File: config.mk
export PLATFORM = sky130hd
export DESIGN_NAME = bus_cycle_watchdog
export DESIGN_NICKNAME = d
export VERILOG_FILES = /design/src/rtl/bcw_pkg.sv /design/src/rtl/bcw_cycle_timer.sv /design/src/rtl/bcw_sticky_flag.sv /design/src/rtl/bcw_nmi_gate.sv /design/src/rtl/bus_cycle_watchdog.sv
export SDC_FILE = /design/constraint.sdc
export NUM_CORES = 1
export LEC_CHECK = 0
export CORE_AREA = 2 2 39 41
export DETAILED_ROUTE_END_ITERATION = 6
export DIE_AREA = 0 0 41 43
export PLACE_DENSITY = 0.74
export SLEW_MARGIN = 20
export SYNTH_ARGS = -nofsm -noshare
export SYNTH_HDL_FRONTEND = slang
export SYNTH_SLANG_ARGS = --single-unit
File: constraint.sdc
create_clock -name clk -period 1.6 [get_ports clk]
set_clock_uncertainty 0.15 [all_clocks]
set_input_delay 0.24 -clock clk [delete_from_list [all_inputs] [get_ports clk]]
set_output_delay 0.24 -clock clk [all_outputs]
set_load 0.05 [all_outputs]
File: src/rtl/bcw_pkg.sv
// Shared types for the bus cycle watchdog.
// Assumes: nothing beyond IEEE 1800-2017.
package bcw_pkg;
    typedef enum logic {
        PH_IDLE = 1'b0,
        PH_BUSY = 1'b1
    } phase_t;
endpackage

File: src/rtl/bcw_cycle_timer.sv
// Counts the bus clocks of the open cycle and forces a one-clock ready
// when the device does not answer within LIMIT-1 edges of the start.
// Assumes: cyc_start and ready_in are synchronous to clk.
module bcw_cycle_timer #(
    parameter int LIMIT = 30,
    localparam int CW = $clog2(LIMIT + 1)
) (
    input  logic clk,
    input  logic rst_n,
    input  logic cyc_start,
    input  logic ready_in,
    output logic force_rdy,
    output logic expire
);
    import bcw_pkg::*;

    phase_t         phase_q;
    logic [CW-1:0]  cnt_q;
    logic           rdy_seen;

    // Purpose: spot the edge at which the cycle has overrun.
    always_comb begin
        rdy_seen = ready_in | force_rdy;
        expire   = (phase_q == PH_BUSY) && !rdy_seen && !cyc_start &&
                   (cnt_q == CW'(LIMIT - 1));
    end

    // Purpose: track cycle phase, elapsed clocks and the forced ready.
    always_ff @(posedge clk) begin
        if (!rst_n) begin
            phase_q   <= PH_IDLE;
            cnt_q     <= '0;
            force_rdy <= 1'b0;
        end else if (cyc_start) begin
            phase_q   <= PH_BUSY;
            cnt_q     <= CW'(1);
            force_rdy <= 1'b0;
        end else if (phase_q == PH_BUSY && rdy_seen) begin
            phase_q   <= PH_IDLE;
            cnt_q     <= '0;
            force_rdy <= 1'b0;
        end else if (expire) begin
            force_rdy <= 1'b1;
        end else if (phase_q == PH_BUSY) begin
            cnt_q     <= cnt_q + CW'(1);
        end
    end
endmodule

File: src/rtl/bcw_sticky_flag.sv
// Sticky active-low timeout flag. A set always wins. A clear happens
// only when the clear bit goes from 0 to 1.
// Assumes: clr_n comes from an on-chip register clocked by clk.
module bcw_sticky_flag (
    input  logic clk,
    input  logic rst_n,
    input  logic set_i,
    input  logic clr_n,
    output logic flag_n
);
    logic clr_q;
    logic clr_rise;

    // Purpose: detect the low-to-high return of the clear bit.
    always_comb clr_rise = clr_n & ~clr_q;

    // Purpose: hold the flag and the previous clear bit.
    always_ff @(posedge clk) begin
        if (!rst_n) begin
            clr_q  <= 1'b1;
            flag_n <= 1'b1;
        end else begin
            clr_q <= clr_n;
            if (set_i)
                flag_n <= 1'b0;
            else if (clr_rise)
                flag_n <= 1'b1;
        end
    end
endmodule

File: src/rtl/bcw_nmi_gate.sv
// Synchronises the external NMI request and blocks it while masked.
// Assumes: nmi_req_n is asynchronous and nmi_mask is synchronous.
module bcw_nmi_gate #(
    parameter int SYNC = 2
) (
    input  logic clk,
    input  logic rst_n,
    input  logic nmi_req_n,
    input  logic nmi_mask,
    output logic nmi_cpu_n
);
    logic [SYNC-1:0] sync_q;

    for (genvar g = 0; g < SYNC; g++) begin : g_stage
        if (g == 0) begin : g_first
            // Purpose: first capture of the asynchronous request.
            always_ff @(posedge clk) begin
                if (!rst_n) sync_q[0] <= 1'b1;
                else        sync_q[0] <= nmi_req_n;
            end
        end else begin : g_next
            // Purpose: further settling stage.
            always_ff @(posedge clk) begin
                if (!rst_n) sync_q[g] <= 1'b1;
                else        sync_q[g] <= sync_q[g-1];
            end
        end
    end

    // Purpose: registered mask gate; the output idles high.
    always_ff @(posedge clk) begin
        if (!rst_n) nmi_cpu_n <= 1'b1;
        else        nmi_cpu_n <= sync_q[SYNC-1] | nmi_mask;
    end
endmodule

File: src/rtl/bus_cycle_watchdog.sv
// Top of the bus cycle watchdog: the cycle timer, the sticky flag and
// the NMI gate.
// Assumes: all control bits come from registers in the clk domain,
// except nmi_req_n.
module bus_cycle_watchdog #(
    parameter int LIMIT = 30,
    parameter int SYNC  = 2
) (
    input  logic clk,
    input  logic rst_n,
    input  logic cyc_start,
    input  logic ready_in,
    output logic ready_out,
    input  logic clr_n,
    output logic flag_n,
    output logic tmo_led,
    input  logic nmi_req_n,
    input  logic nmi_mask,
    output logic nmi_cpu_n
);
    logic force_rdy;
    logic expire;

    bcw_cycle_timer #(.LIMIT(LIMIT)) u_timer (
        .clk(clk), .rst_n(rst_n), .cyc_start(cyc_start),
        .ready_in(ready_in), .force_rdy(force_rdy), .expire(expire)
    );

    bcw_sticky_flag u_flag (
        .clk(clk), .rst_n(rst_n), .set_i(expire),
        .clr_n(clr_n), .flag_n(flag_n)
    );

    bcw_nmi_gate #(.SYNC(SYNC)) u_nmi (
        .clk(clk), .rst_n(rst_n), .nmi_req_n(nmi_req_n),
        .nmi_mask(nmi_mask), .nmi_cpu_n(nmi_cpu_n)
    );

    // Purpose: merge the device ready with the forced ready and drive the indicator.
    always_comb begin
        ready_out = ready_in | force_rdy;
        tmo_led   = ~flag_n;
    end
endmodule

==> impl_metrics.yaml <==
status:
  outcome: "completed"
routing:
  drtPass1Iterations: 4
  drt-total-wl_um: 1140
  drcViolationCount: 0
  drt.antenna.violating_nets: 0
  via_per_inst: 5.13
  vias: 477
  wire_per_inst_um: 12.2
  first_iter_violations: 7
global_routing:
  grt_max_degree: 9
  grt_pass1_wl_um: 1690
  first_global_vias: 428
  grt_overflow_total: 0
  antenna_found_initial: 0
  grt.total_usage_pct: 15.4
placement:
  dp_hpwl_um: 785
  port_buffers: 10
  gp_congestion: 0.826
  dp.cells: 88
  place_area_um2: 711
  preCtsSetupSlack_ps: -165
setup_path:
  cp_top_family: "compound AO/OA/AOI/OAI gates"
  cp_num_buf_inv: 1
  cp-end-kind: "register"
  r2r-start: "u_timer.cnt_q[1]"
  start_kind: "register"
  crit_path_max_fanout: 4
  worstSetupPathType: "reg -> reg"
  cp.required_ps: 1610
  cp_cell_sequence: "inv_2 -> ha_4 -> nand4_1 -> o31a_1 -> nor2_2 -> a211oi_2"
  crit_path_start: "u_timer.cnt_q[1]"
  critPathSlowestCell: "o31a_1"
  rr_endpoint: "u_timer.cnt_q[1]"
  slowest_delay_ps: 410
  reg2reg_slack_ps: 40
  worst_r2r_path_depth: 6
  crit_arrival_ps: 1580
synth:
  synthMostInstantiatedCell: "dfxtp_1"
  synth.distinct_cells: 22
  synth_flop_cell: "dfxtp_1"
  synth_common_cells: "12 x dfxtp_1, 6 x nor2_1, 4 x a21oi_1, 4 x nand2b_1"
  async_reset_ff_share_pct: 0
  ys_ff_latch: 12
  synth_area_um2: 514
  syn-num-nets: 64
  ys_top_cells_by_area: "dfxtp_1 47%, ha_1 4.9%, nand2b_1 4.9%, nor2_1 4.4%, a21oi_1 3.9%"
  ys.warnings.count: 0
  synth_cells: 55
  synth_area_per_cell_um2: 9.35
  yosysTopAreaCell: "dfxtp_1"
  yosysSeqAreaShare_pct: 46.7
  netlist.area_leader.share_pct: 46.7
  synth_edf_count: 0
floorplanning:
  core_area_mm2: 0.00138
  die_width_um: 41
  io_pins: 11
  row_count: 14
  start_util_pct: 37.2
  dieArea_mm2: 0.00176
  die_h_um: 43
worst_hold_path:
  min_to: "u_nmi.sync_q[1]"
  hold_path_class: "reg -> reg"
  hp-start: "u_nmi.sync_q[0]"
  whs_path_depth: 1
timing:
  max_slew.worst_pin.slew_ps: 288
  fin_ws_ps: 36.2
  final_hold_viol_count: 0
  rsz0062_at_grt: "yes"
  worst_hold_slack_ps: 259
  clock.fmax_mhz: 639
  maxSlewHeadroom_pct: 80.8
  post-route-period-util_pct: 97.7
  finalSetupTns_ps: 0
  finalSetupViolations: 0
  drv_slew: 0
  finalWorstPathRequiredPeriod_ps: 1560
pwr:
  power_density_mw_per_mm2: 808
  total_power_mw: 0.644
  peakVddDrop_mv: 0.601
  p_leak_nw: 0.326
clocking:
  root_buffer: "clkbuf_4"
  path_clk_slew_ps: 80
  cts.htree.levels: 1
  clockBufferDepth: 2
  cts_tree: "done"
  clkLatencyLatePin_ps: 280
  cts_buffers: 3
  clock-sinks: 12
  postCtsHoldBufs: 0
job:
  maxCapViolations: 0
layout:
  area_growth_pct: 55.0
  antenna_cells: 0
  final_cell_area_um2: 797
  drive_gt1_share_pct: 35.1
  fin_cells: 93
  final_nets: 87
  utilization_pct: 57.6
-- cells in the final DEF (no fill, tap or decap), types with 2 or more instances in the layout --
| cell | synthesis | layout |
|---|---|---|
| a21oi_1 | 4 | 4 |
| buf_12 | 0 | 3 |
| buf_4 | 0 | 10 |
| clkbuf_4 | 0 | 3 |
| clkdlybuf4s50_1 | 0 | 5 |
| dfxtp_1 | 12 | 10 |
| dfxtp_2 | 0 | 2 |
| inv_1 | 3 | 2 |
| nand2_1 | 2 | 2 |
| nand2b_1 | 4 | 4 |
| nand4_1 | 3 | 3 |
| nor2_1 | 6 | 5 |
| nor2b_1 | 2 | 2 |
| o21ai_0 | 3 | 3 |
| o31a_1 | 2 | 2 |
| or3_1 | 2 | 2 |
-- cell type report --
class | instances | area [um^2]
multi-input cells | 39 | 289
flip-flops and latches | 12 | 243
fillers | 114 | 587
inverters | 3 | 11.3
clock buffers | 4 | 36.3
well taps | 16 | 20.0
repair buffers | 19 | 198
-- routing by layer --
| metal | track usage (%) | vias to the layer above | wire, um |
|---|---|---|---|
| met4 | 14.0 | 0 | 38 |
| met1 | 15.7 | 223 | 473 |
| met2 | 22.8 | 13 | 561 |
| met3 | 5.24 | 5 | 61 |
| li1 | - | 236 | - |
| met5 | 0 | - | 0 |
-- sequential cells by signal, summed over array words and instances (netlist names) --
signal / flops
u_timer.cnt_q: 5
u_nmi.sync_q: 2
u_flag.clr_q: 1
u_flag.flag_n: 1
u_nmi.nmi_cpu_n: 1
u_timer.force_rdy: 1
u_timer.phase_q: 1
-- cell families after synthesis --
family,after synthesis,share of synthesized area [%]
AND/OR/NAND/NOR,24,26.0
AO/OA/AOI/OAI,12,16.1
flip-flops,12,46.7
buffers and inverters,4,4.38
adder cells (fa/ha/maj),2,4.87
multiplexers,1,1.95
-- worst register-to-register path: stages (launching register included) --
cell and delay [ps]:
dfxtp_2 330, inv_2 60, ha_4 110, nand4_1 180, o31a_1 410, nor2_2 150
a211oi_2 50
-- how the worst max path moves through the flow --
stage / slack [ps] / to / cells past startpoint
finish: 40 / u_timer.cnt_q[1] / 6
global route: -70 / u_timer.cnt_q[1] / 6
CTS: 10 / ready_out / 4
detailed placement: -170 / u_timer.cnt_q[1] / 4
global placement: -130 / u_timer.cnt_q[2] / 4
floorplan: 70 / u_timer.cnt_q[2] / 4
-- power by group --
group	switching, mW	leakage, nW	internal [mW]
Combinational	0.0376	0.207	0.0467
Sequential	0.00702	0.0989	0.308
Clock	0.106	0.0210	0.139
-- timing repair --
action,CTS,global route
setup endpoints to repair,1,7
buffers inserted,0,1
resized for setup,1,10
pin swaps,0,6
Note: power is estimated with default switching activity, not from simulation.
